[src/rtl/fd_pkg.sv]
package fd_pkg;
  typedef enum logic [1:0] {
    ST_HUNT = 2'd0,
    ST_ROWS = 2'd1,
    ST_COLS = 2'd2,
    ST_STOP = 2'd3
  } fd_state_e;
endpackage

[src/rtl/fd_hdr_detect.sv]
module fd_hdr_detect #(
  parameter int unsigned HDR_LEN = 9,
  parameter int unsigned CNT_W   = $clog2(HDR_LEN + 1)
) (
  input  logic             clk_i,
  input  logic             rst_ni,
  input  logic             clr_i,
  input  logic             strobe_i,
  input  logic             bit_i,
  output logic             found_o,
  output logic [CNT_W-1:0] cnt_o
);
  logic [CNT_W-1:0] cnt_q;

  assign found_o = strobe_i && bit_i && (cnt_q == CNT_W'(HDR_LEN - 1));
  assign cnt_o   = cnt_q;

  always_ff @(posedge clk_i or negedge rst_ni) begin
    if (!rst_ni) begin
      cnt_q <= '0;
    end else if (clr_i) begin
      cnt_q <= '0;
    end else if (strobe_i) begin
      if (!bit_i || found_o) cnt_q <= '0;
      else                   cnt_q <= cnt_q + 1'b1;
    end
  end
endmodule

[src/rtl/fd_frame_parse.sv]
module fd_frame_parse
  import fd_pkg::*;
#(
  parameter int unsigned ROWS = 10,
  parameter int unsigned COLS = 4,
  parameter int unsigned ID_W = ROWS * COLS
) (
  input  logic            clk_i,
  input  logic            rst_ni,
  input  logic            start_i,
  input  logic            strobe_i,
  input  logic            bit_i,
  output fd_state_e       state_o,
  output logic            frame_ok_o,
  output logic            fail_o,
  output logic [ID_W-1:0] data_o
);
  localparam int unsigned RW = (ROWS > 1) ? $clog2(ROWS) : 1;
  localparam int unsigned PW = $clog2(COLS + 1);

  fd_state_e       state_q;
  logic [RW-1:0]   row_q;
  logic [PW-1:0]   pos_q;
  logic            row_par_q;
  logic [COLS-1:0] col_par_q;
  logic [ID_W-1:0] data_q;

  logic in_frame, at_row_par, row_fail, col_fail, stop_fail, col_exp;

  always_comb begin
    col_exp = 1'b0;
    for (int c = 0; c < COLS; c++) begin
      if (pos_q == PW'(c)) col_exp = col_par_q[c];
    end
  end

  assign in_frame   = strobe_i && (state_q != ST_HUNT);
  assign at_row_par = (pos_q == PW'(COLS));
  assign row_fail   = in_frame && (state_q == ST_ROWS) && at_row_par && (bit_i != row_par_q);
  assign col_fail   = in_frame && (state_q == ST_COLS) && (bit_i != col_exp);
  assign stop_fail  = in_frame && (state_q == ST_STOP) && bit_i;
  assign frame_ok_o = in_frame && (state_q == ST_STOP) && !bit_i;
  assign fail_o     = row_fail || col_fail || stop_fail;
  assign state_o    = state_q;
  assign data_o     = data_q;

  always_ff @(posedge clk_i or negedge rst_ni) begin
    if (!rst_ni) begin
      state_q   <= ST_HUNT;
      row_q     <= '0;
      pos_q     <= '0;
      row_par_q <= 1'b0;
      col_par_q <= '0;
      data_q    <= '0;
    end else begin
      unique case (state_q)
        ST_HUNT: begin
          if (start_i) begin
            state_q   <= ST_ROWS;
            row_q     <= '0;
            pos_q     <= '0;
            row_par_q <= 1'b0;
            col_par_q <= '0;
          end
        end
        ST_ROWS: begin
          if (strobe_i) begin
            if (!at_row_par) begin
              data_q    <= {data_q[ID_W-2:0], bit_i};
              row_par_q <= row_par_q ^ bit_i;
              for (int c = 0; c < COLS; c++) begin
                if (pos_q == PW'(c)) col_par_q[c] <= col_par_q[c] ^ bit_i;
              end
              pos_q <= pos_q + 1'b1;
            end else if (row_fail) begin
              state_q <= ST_HUNT;
            end else begin
              pos_q     <= '0;
              row_par_q <= 1'b0;
              if (row_q == RW'(ROWS - 1)) state_q <= ST_COLS;
              else                        row_q   <= row_q + 1'b1;
            end
          end
        end
        ST_COLS: begin
          if (strobe_i) begin
            if (col_fail)                      state_q <= ST_HUNT;
            else if (pos_q == PW'(COLS - 1))   state_q <= ST_STOP;
            else                               pos_q   <= pos_q + 1'b1;
          end
        end
        ST_STOP: begin
          if (strobe_i) state_q <= ST_HUNT;
        end
        default: state_q <= ST_HUNT;
      endcase
    end
  end
endmodule

[src/rtl/fd_confirm.sv]
module fd_confirm #(
  parameter int unsigned ID_W = 40
) (
  input  logic            clk_i,
  input  logic            rst_ni,
  input  logic            confirm_i,
  input  logic            frame_ok_i,
  input  logic            fail_i,
  input  logic [ID_W-1:0] data_i,
  output logic [ID_W-1:0] id_o,
  output logic            id_valid_o
);
  logic [ID_W-1:0] last_q, id_q;
  logic            have_q, vld_q, report;

  // compare against the previous good frame only when confirm mode is on
  assign report = !confirm_i || (have_q && (last_q == data_i));

  always_ff @(posedge clk_i or negedge rst_ni) begin
    if (!rst_ni) begin
      last_q <= '0;
      id_q   <= '0;
      have_q <= 1'b0;
      vld_q  <= 1'b0;
    end else begin
      vld_q <= 1'b0;
      if (frame_ok_i) begin
        last_q <= data_i;
        have_q <= 1'b1;
        if (report) begin
          id_q  <= data_i;
          vld_q <= 1'b1;
        end
      end else if (fail_i) begin
        have_q <= 1'b0;
      end
    end
  end

  assign id_o       = id_q;
  assign id_valid_o = vld_q;
endmodule

[src/rtl/fd_frame_decoder.sv]
module fd_frame_decoder
  import fd_pkg::*;
#(
  parameter int unsigned HDR_LEN = 9,
  parameter int unsigned ROWS    = 10,
  parameter int unsigned COLS    = 4
) (
  input  logic                 clk_i,
  input  logic                 rst_ni,
  input  logic                 bit_i,
  input  logic                 bit_valid_i,
  input  logic                 confirm_i,
  output logic [ROWS*COLS-1:0] id_o,
  output logic                 id_valid_o,
  output logic                 parity_err_o
);
  localparam int unsigned ID_W  = ROWS * COLS;
  localparam int unsigned CNT_W = $clog2(HDR_LEN + 1);

  fd_state_e        state;
  logic [CNT_W-1:0] ones_cnt;
  logic             hunting, hdr_found, frame_ok, fail;
  logic [ID_W-1:0]  data;
  logic             parity_err_q;

  assign hunting = (state == ST_HUNT);

  fd_hdr_detect #(
    .HDR_LEN (HDR_LEN),
    .CNT_W   (CNT_W)
  ) u_hdr (
    .clk_i    (clk_i),
    .rst_ni   (rst_ni),
    .clr_i    (!hunting),
    .strobe_i (bit_valid_i && hunting),
    .bit_i    (bit_i),
    .found_o  (hdr_found),
    .cnt_o    (ones_cnt)
  );

  fd_frame_parse #(
    .ROWS (ROWS),
    .COLS (COLS),
    .ID_W (ID_W)
  ) u_parse (
    .clk_i      (clk_i),
    .rst_ni     (rst_ni),
    .start_i    (hdr_found),
    .strobe_i   (bit_valid_i),
    .bit_i      (bit_i),
    .state_o    (state),
    .frame_ok_o (frame_ok),
    .fail_o     (fail),
    .data_o     (data)
  );

  fd_confirm #(
    .ID_W (ID_W)
  ) u_confirm (
    .clk_i      (clk_i),
    .rst_ni     (rst_ni),
    .confirm_i  (confirm_i),
    .frame_ok_i (frame_ok),
    .fail_i     (fail),
    .data_i     (data),
    .id_o       (id_o),
    .id_valid_o (id_valid_o)
  );

  always_ff @(posedge clk_i or negedge rst_ni) begin
    if (!rst_ni) parity_err_q <= 1'b0;
    else         parity_err_q <= fail;
  end

  assign parity_err_o = parity_err_q;
endmodule

[config.mk]
export PLATFORM = sky130hd
export DESIGN_NAME = fd_frame_decoder
export DESIGN_NICKNAME = d
export VERILOG_FILES = /design/src/rtl/fd_pkg.sv /design/src/rtl/fd_hdr_detect.sv /design/src/rtl/fd_frame_parse.sv /design/src/rtl/fd_confirm.sv /design/src/rtl/fd_frame_decoder.sv
export SDC_FILE = /design/constraint.sdc
export NUM_CORES = 1
export LEC_CHECK = 0
export BUFFER_PORTS_ARGS = -buffer_cell sky130_fd_sc_hd__buf_2
export CAP_MARGIN = 20
export CORE_ASPECT_RATIO = 0.8
export CORE_MARGIN = 2
export CORE_UTILIZATION = 50
export DETAILED_ROUTE_END_ITERATION = 8
export PLACE_DENSITY = 0.67
export SLEW_MARGIN = 10
export SYNTH_ARGS = -nofsm -noshare
export SYNTH_HDL_FRONTEND = slang
export SYNTH_HIERARCHICAL = 1
export SYNTH_SLANG_ARGS = --single-unit
[constraint.sdc]
create_clock -name clk_i -period 2.6 [get_ports clk_i]
set_input_delay 0.39 -clock clk_i [delete_from_list [all_inputs] [get_ports clk_i]]
set_output_delay 0.39 -clock clk_i [all_outputs]
set_load 0.1 [all_outputs]
## After elaboration in Yosys (flattened, before gate mapping)

Cells that the tools add are included.

| storage, ports and cells | value |
|---|---|
| bits in registers | 141 |
| bits of input ports | 5 |
| output and inout port bits | 42 |
| logic and storage cells | 136 |

| operators by class | value |
|---|---|
| $add $sub $neg | 3 |
| eq/ne operators | 30 |
| muxes and demuxes | 47 |
| bitwise operators | 6 |
| reductions and logical operators | 35 |

Operators with widths:

| kind | number |
|---|---|
| == test 40 bit | 1 |
| 2-to-1 mux 4 bit | 10 |
| 2-to-1 mux 3 bit | 7 |
| inequality test 2 bit, second input constant | 10 |
| AND reduction 5 bit | 4 |
| 2-to-1 mux 2 bit | 9 |
| 2-to-1 mux 1 bit | 16 |
| one-hot mux 4 bit (2 select lines) | 2 |
| AND reduction 7 bit | 2 |
| logical AND 1 bit | 13 |
| inequality test 2 x 1 -> 1 bit, second input constant | 5 |
| one-hot mux 3 bit (3 select lines) | 1 |
| adder 4 x 1 -> 4 bit, second input constant | 2 |
| == test 4 bit, second input constant | 2 |
| one-hot mux 2 bit (4 select lines) | 1 |
| == test 3 x 2 -> 1 bit, second input constant | 2 |
| inequality test 3 x 2 -> 1 bit, second input constant | 2 |
| AND reduction 6 bit | 1 |
| nonzero test 2 bit | 3 |
| bitwise XOR 1 bit | 5 |
| == test 2 bit, second input constant | 2 |
| logical OR 1 bit | 4 |
| AND reduction 4 bit | 1 |
| adder 3 x 1 -> 3 bit, second input constant | 1 |
| other kinds (13) | 15 |

## Longest topological paths before layout

Gate-level depths: netlist (run 1).

| logic depth | value |
|---|---|
| depth in word-level cells | 11 |
| mapped depth | 11 |
| mapped depth without buffers | 10 |

## Cells and area by module

The synthesis (run 1) kept the hierarchy.

Modules (own cells, without submodules):

| module | times used | cells an instance | area each (µm²) | seq. area each (µm²) |
|---|---|---|---|---|
| fd_confirm | 1 | 511 | 4546.9 | 2052.0 |
| fd_frame_parse | 1 | 211 | 2576.2 | 1351.3 |
| fd_hdr_detect | 1 | 28 | 245.2 | 100.1 |
| fd_frame_decoder | 1 | 3 | 38.8 | 25.0 |

## Least setup slack after synthesis (run 1)

OpenSTA, ideal clock, no wires.

| timing | value |
|---|---|
| path kind | register to register |
| from | register u_parse.state_q[0], in the netlist u_parse/state_o[0] |
| to | register u_confirm.id_q[10], in the netlist u_confirm/id_o[10] |
| setup time | 0.104 ns |
| data arrival time | 2.454 ns |
| required time | 2.496 ns |
| setup slack | 0.042 ns |
| cell stages (with the launch flop) | 11 |
| path buffers | 3 |
| period minus slack after synthesis | 2.558 ns |
| cell sequence | dfrtp_1 > inv_1 > ha_1 > nor2_1 > and3_1 > clkbuf_1 > clkbuf_1 > clkbuf_1 > nand2_1 > or4_1 > o311ai_1 |

| between the ends | value |
|---|---|
| cells in the longest elaborated chain, start to end | 5 |
| elaborated cells on any way between the ends | 6 |
| classes of those cells | eq/ne (1); reduce/logical (5) |

RTL lines:

| what | line | RTL |
|---|---|---|
| start, declared | fd_frame_parse.sv:21 | `fd_state_e state_q;` |
| start signal, assigned | fd_frame_parse.sv:49 | `state_q <= ST_HUNT;` |
| start signal, assigned | fd_frame_parse.sv:59 | `state_q <= ST_ROWS;` |
| start signal, assigned | fd_frame_parse.sv:76 | `state_q <= ST_HUNT;` |
| nonzero test 2 bit | fd_frame_parse.sv:37 | `assign in_frame = strobe_i && (state_q != ST_HUNT);` |
| logical AND 1 bit | fd_frame_parse.sv:37 |  |
| logical AND 1 bit * (2 in a row) | fd_frame_parse.sv:42 | `assign frame_ok_o = in_frame && (state_q == ST_STOP) && !bit_i;` |
| net frame_ok | fd_frame_decoder.sv:22 | `logic hunting, hdr_found, frame_ok, fail;` |
| AND reduction 2 bit (no source line) * | -- |  |
| end signal, assigned | fd_confirm.sv:31 | `id_q <= data_i;` |
| end, declared | fd_confirm.sv:13 | `logic [ID_W-1:0] last_q, id_q;` |

The timed path passes the listed nets; every way through them passes the cells marked *.
A chain may end at the register's enable or synchronous reset.

## Worst setup path after layout (run 1)

| timing | value |
|---|---|
| from | register u_parse.data_q[3], in the netlist u_parse/data_o[3] |
| to | register u_confirm.id_q[20], in the netlist u_confirm/id_o[20] |

| between the ends | value |
|---|---|
| cells in the longest elaborated chain, start to end | 4 |

RTL lines:

| what | line | RTL |
|---|---|---|
| start, declared | fd_frame_parse.sv:26 | `logic [ID_W-1:0] data_q;` |
| start signal, assigned | fd_frame_parse.sv:69 | `data_q <= {data_q[ID_W-2:0], bit_i};` |
| == test 40 bit | fd_confirm.sv:17 | `assign report = !confirm_i \|\| (have_q && (last_q == data_i));` |
| logical AND 1 bit | fd_confirm.sv:17 |  |
| logical OR 1 bit | fd_confirm.sv:17 |  |
| AND reduction 2 bit (no source line) | -- |  |

No other way between the ends.

==> flow_summary.ini, run 1 <==
[yosys]
ys_top_cells_by_area = dfrtp_1, mux2_2, inv_1
postSynthNetCount = 772
synth.avg_cell_area_sq_um = 9.84
yosys_warnings = 6
synth-seq-cells = 141
async_flop_share = 1.00
yosysTopAreaCell = dfrtp_1
ys_seq_area_frac = 0.476
synth_ff_type = dfrtp_1
synth_cells = 753
synth_cell_types = 58
netlist_area_sq_um = 7410
synth_edf_count = 0
synth_top_area_frac = 0.476

[global_route]
antenna_found_initial = 0
grt_usage = 0.234
grt-ovfl-total = 0
grt_max_degree = 81
gr-usage-met1 = 0.327
grt_pass1_vias = 5837
use_met2 = 0.357
busiest_layer = met2
met3_usage = 0.0597
grt_first_pass_wirelength_um = 29400

[worst_setup_path]
endpoint = u_confirm/id_o[20]$_DFFE_PN0P_
crit_path_max_incr_delay_ns = 0.59
r2r-start = u_parse/data_o[3]$_DFFE_PN0P_
crit_slowest_cell = or4_1
reg2reg_setup_slack_ns = 0.13
cp_cell_sequence = xnor2_1, nand4_1, or4_1, buf_4, or4_1, o311ai_1
cp_max_fo = 22
crit_top_cell = or4_1
rr_endpoint = u_confirm/id_o[20]$_DFFE_PN0P_
cp-start-kind = flip-flop
r2r_cells = 6
crit_type = reg2reg
arrival_ns = 2.78
startpoint = u_parse/data_o[3]$_DFFE_PN0P_
critPathCaptureType = flip-flop
worst_ep_required_time_ns = 2.91

[power]
power_leakage_nw = 3.78
finalPower_mw = 7.88
vdd_ir_drop_max_v = 0.000539
powerDensity_nw_per_um2 = 930

[layout]
final_cell_area_sq_um = 8470
antenna_cells = 0
area_growth_pct = 14.4
drive_gt1_frac = 0.192
fin_nets = 804

[status]
outcome = finished, violations left
violations = DRC

[clock_tree]
cts_buffers = 17
cts.sinks = 141
htree_num_levels = 4
clkLatencyLatePin_ns = 0.43
cts-root-buf = clkbuf_16
path_clk_slew_ns = 0.06
clockBufferDepth = 2
cts_tree = done

[placed_design]
hpwlAfterDp_um = 11100
post-place-ws_ns = 0.0788
port_buffers = 46
place.gp.congestion = 0.802
placed_area_sq_um = 7870

[drt]
vias_per_cell = 6.02
drt_iter0_markers = 552
first_pass_iters = 7
drcViolationCount = 4
ant_nets = 0
totalWireLength_um = 17800
vias = 5914
drt-wirelength-per-cell_um = 18.1

[floorplanning]
start_util = 0.515
coreArea_sq_um = 14400
ios = 47
die_w_um = 140
die_height_um = 113
rows = 39
die-area_sq_um = 15800

[timing]
tns_ns = 0
fmax_ghz = 0.406
fin_ws_ns = 0.134
fin_crit_sh = 0.948
max_slew_margin = 0.440
finClkSkew_ns = 0.00948
hold_violations = 0
report.final.slew_viol_count = 0
period_minus_slack_ns = 2.47
worst_pin_slew_ns = 0.840
rsz0062_at_grt = false
setup-violations-final = 0

[flow_run]
max_cap_violations = 0

[worst_hold_path]
min_path_type = in2reg
sequential cells by signal (all words and copies together), names as in the netlist:
register / count
u_confirm/id_o: 40
u_confirm/last_q: 40
u_parse/data_o: 40
u_hdr/cnt_o: 4
u_parse/col_par_q: 4
u_parse/row_q: 4
u_parse/pos_q: 3
u_parse/state_o: 2
parity_err_o: 1
u_confirm/have_q: 1
u_confirm/id_valid_o: 1
u_parse/row_par_q: 1
power breakdown:
| part | total [mW] | internal [mW] | switching, mW | leakage, nW |
|---|---|---|---|---|
| registers | 3.17 | 2.71 | 0.459 | 1.67 |
| clock network | 2.44 | 1.52 | 0.927 | 0.288 |
| logic | 2.26 | 0.931 | 1.33 | 1.83 |
routing by layer:
layer,up-vias,part of all wire
met5,-,0
met4,0,0.013
met3,25,0.057
met2,191,0.46
met1,2906,0.47
li1,2792,-
repair_timing:
action,in CTS,in global routing
resized for setup,0,1
endpoints found under the hold margin,47,0
endpoints found under the setup margin,0,3
hold buffers,1,0
buffers inserted,0,0
cell usage after synthesis, types with 2 or more instances:
cell type,instances
a31oi_1,41
nand4_1,5
nor2b_1,4
or4_1,40
o31ai_1,2
nor4_1,6
ha_1,14
nand2_1,64
mux2_2,39
o22ai_1,39
dfrtp_1,141
o311ai_0,2
a21o_1,3
mux2i_1,2
nor2_1,15
inv_2,2
buf_6,4
xor2_1,28
mux2_1,4
a21oi_1,4
xnor2_1,14
o2111ai_1,2
clkbuf_1,40
nor3b_1,2
o21ai_1,4
nor3_1,7
nand3_1,9
buf_2,6
o21a_1,2
o311ai_1,38
o21ai_0,49
inv_1,95
final cells by class:
type	instances	area (sq um)
fillers	1183	5920
flip-flops and latches	141	3530
multi-input cells	462	3300
repair buffers	66	464
clock buffers	19	443
inverters	97	364
well taps	184	230
clock inverters	13	148
metrics by stage:
stage,std cells,hold WS [ns],utilization
6_report,982,0.329,0.589
5_1_grt,982,0.339,0.589
4_1_cts,982,0.318,0.588
3_5_place_dp,949,0.359,0.547
3_3_place_gp,949,0.361,0.547
2_1_floorplan,753,0.0944,-
worst min-delay path by stage:
| stage | start | to | slack [ns] | depth (start not counted) |
|---|---|---|---|---|
| after floorplan | rst_ni | parity_err_o$_DFF_PN0_ | 0.09 | 0 |
| after global placement | rst_ni | u_confirm/id_o[7]$_DFFE_PN0P_ | 0.36 | 1 |
| after detailed placement | rst_ni | u_confirm/id_o[8]$_DFFE_PN0P_ | 0.36 | 1 |
| after CTS | bit_i | u_hdr/cnt_o[1]$_DFFE_PN0P_ | 0.32 | 3 |
| after global routing | bit_i | u_hdr/cnt_o[0]$_DFFE_PN0P_ | 0.34 | 3 |
| final | bit_i | u_hdr/cnt_o[1]$_DFFE_PN0P_ | 0.33 | 3 |
cell usage in the layout, fill, tap and decap left out, drive strengths merged, types with 2 or more instances in the layout:
cell / netlist / final
o311ai: 40 / 40
nor3: 7 / 7
clkbuf: 41 / 19
buf: 12 / 65
a21oi: 5 / 5
nor4: 7 / 7
nand3: 9 / 9
nor3b: 2 / 2
o31ai: 2 / 2
inv: 97 / 97
xor2: 28 / 28
o21ai: 53 / 53
o21a: 2 / 2
a21o: 3 / 3
nand4: 5 / 5
mux2: 44 / 44
bufinv: 0 / 3
or4: 40 / 40
mux2i: 2 / 2
ha: 14 / 14
a31oi: 41 / 41
nand2: 65 / 65
o2111ai: 3 / 3
nor2b: 4 / 4
nor2: 15 / 15
o22ai: 39 / 39
or2: 2 / 2
clkinv: 0 / 7
o211ai: 2 / 2
a221oi: 2 / 2
clkinvlp: 0 / 3
xnor2: 14 / 14
dfrtp: 141 / 141
logic make-up after synthesis:
| kind of cell | count (synthesis) | synth area share |
|---|---|---|
| and+or+nand+nor | 161 | 0.117 |
| buffers and inverters | 150 | 0.0818 |
| adders and majority gates | 14 | 0.0236 |
| DFF | 141 | 0.476 |
| muxes | 46 | 0.0701 |
| xor gates and xnor gates | 42 | 0.0497 |
| AOI/OAI and AO/OA | 199 | 0.182 |
critical path, delay by kind of cell, from the launching register on:
family                 cells  cell delay (ns)
AND/OR/NAND/NOR            3             1.29
AO/OA/AOI/OAI              1             0.12
buffers and inverters      1             0.25
XOR/XNOR                   1             0.29
flip-flops                 1             0.41
Power figures use the tool's default switching activity.
==> run 2: changes to the inputs <==
Settings changed: RECOVER_POWER from default to 100.
==> flow_summary.ini, run 2 (synthesis results as in run 1) <==
[timing]
report.final.slew_viol_count = 0
holdWs_ns = 0.339
fmax_ghz = 0.403
finClkSkew_ns = 0.00791
fin_crit_sh = 0.954
period_minus_slack_ns = 2.48
worst_pin_slew_ns = 1.20
tns_ns = 0
hold_violations = 0
setup-violations-final = 0
max_slew_margin = 0.201
fin_ws_ns = 0.118
rsz0062_at_grt = false

[floorplanning]
rows = 39
start_util = 0.515
coreArea_sq_um = 14400
die-area_sq_um = 15800
die_w_um = 140
die_height_um = 113
ios = 47

[power]
powerDensity_nw_per_um2 = 935
power_switching_mw = 2.71
p_seq_frac = 0.406
p_int_mw = 5.12
vdd_ir_drop_max_v = 0.000535
swShare = 0.346
combPwrFrac = 0.282
power_leakage_nw = 3.71
clkPwrFrac = 0.313

[worst_setup_path]
arrival_ns = 2.77
cp_max_fo = 22
endpoint = u_confirm/id_o[18]$_DFFE_PN0P_
startpoint = u_parse/data_o[3]$_DFFE_PN0P_
r2r-start = u_parse/data_o[3]$_DFFE_PN0P_
worst_ep_required_time_ns = 2.89
rr_endpoint = u_confirm/id_o[18]$_DFFE_PN0P_
reg2reg_setup_slack_ns = 0.12
crit_type = reg2reg
r2r_cells = 6
cp-start-kind = flip-flop
critPathCaptureType = flip-flop

[drt]
totalWireLength_um = 17800
vias_per_cell = 6.03
vias = 5925
first_pass_iters = 8
ant_nets = 0
drt-wirelength-per-cell_um = 18.1
drcViolationCount = 4
drt_iter0_markers = 603

[placed_design]
place.gp.congestion = 0.802
port_buffers = 46
post-place-ws_ns = 0.0788
hpwlAfterDp_um = 11100

[clock_tree]
cts-root-buf = clkbuf_16
htree_num_levels = 4
cts_tree = done
cts_buffers = 17
path_clk_slew_ns = 0.06
cts.sinks = 141
clkLatencyLatePin_ns = 0.42
clockBufferDepth = 2

[global_route]
grt_pass1_vias = 5837
grt-ovfl-total = 0
grt_max_degree = 81
antenna_found_initial = 0
grt_usage = 0.234
grt_first_pass_wirelength_um = 29400

[layout]
final_cell_mix = dfrtp_1, inv_1, nand2_1
area_growth_pct = 13.0
fin_nets = 804
nFillCells = 1206
final_common_cell = dfrtp_1
drive_gt1_frac = 0.137
antenna_cells = 0

[worst_hold_path]
hold_path_depth = 3
min_path_type = in2reg

[status]
violations = DRC
outcome = finished, violations left

[flow_run]
max_cap_violations = 0
## run 2: cell count changes in the layout (fill, tap and decap cells not counted), moves of 2 or more
cell      change
clkbuf_1     +43
o21ai_0       +3
o311ai_0     +20
buf_12        -2
clkbuf_2      +2
o311ai_1     -20
o21ai_1       -3
buf_2        -41
## run 2: routing by layer
metal	global-route usage	vias to the layer above	part of all wire
met2	0.357	183	0.46
li1	-	2792	-
met4	0.0855	0	0.015
met1	0.327	2925	0.47
met3	0.0597	25	0.052
met5	0	-	0
## run 2: worst min-delay path by stage
| stage | startpoint | end | slack, ns |
|---|---|---|---|
| 5_1_grt | bit_i | u_hdr/cnt_o[0]$_DFFE_PN0P_ | 0.33 |
| 3_3_place_gp | rst_ni | u_confirm/id_o[7]$_DFFE_PN0P_ | 0.36 |
| 6_report | bit_i | u_hdr/cnt_o[0]$_DFFE_PN0P_ | 0.34 |
| 2_1_floorplan | rst_ni | parity_err_o$_DFF_PN0_ | 0.09 |
| 3_5_place_dp | rst_ni | u_confirm/id_o[8]$_DFFE_PN0P_ | 0.36 |
| 4_1_cts | bit_i | u_hdr/cnt_o[1]$_DFFE_PN0P_ | 0.32 |
## run 2: power by group through the flow
stage / Clock [mW] / Sequential [mW] / Combinational [mW]
final: 2.44 / 3.17 / 2.20
after detailed placement: 0 / 3.20 / 2.23
after global placement: 0 / 3.16 / 2.16
after CTS: 2.49 / 3.17 / 2.26
after global routing: 2.58 / 3.25 / 2.46
after floorplan: 0 / 3.25 / 1.54
## run 2: layout make-up
class,count,area (sq um),area share
flip-flops and latches,141,3530,0.422
multi-input cells,462,3280,0.392
clock buffers,19,443,0.0529
repair buffers,66,372,0.0444
inverters,97,364,0.0435
well taps,184,230,0.0275
clock inverters,13,148,0.0176
## run 2: timing repair
item,in CTS,in global routing
hold endpoints to repair,47,0
setup buffers,0,0
hold buffers,1,0
endpoints found under the setup margin,0,3
resized for setup,0,1
## run 2: critical path, cell delays in order (launching register included)
cell and delay [ns]:
dfrtp_1 0.41, xnor2_1 0.29, nand4_1 0.17, or4_1 0.58
buf_4 0.25, or4_1 0.53, o311ai_0 0.13
## run 2: stage by stage
| stage | total power [mW] | instance area (sq um) | utilization | instances |
|---|---|---|---|---|
| 6_report | 7.82 | 8370 | 0.581 | 982 |
| 5_1_grt | 8.29 | 8370 | 0.581 | 982 |
| 4_1_cts | 7.91 | 8470 | 0.588 | 982 |
| 3_5_place_dp | 5.43 | 7870 | 0.547 | 949 |
| 3_3_place_gp | 5.32 | 7870 | 0.547 | 949 |
| 2_1_floorplan | 4.78 | 7410 | - | 753 |
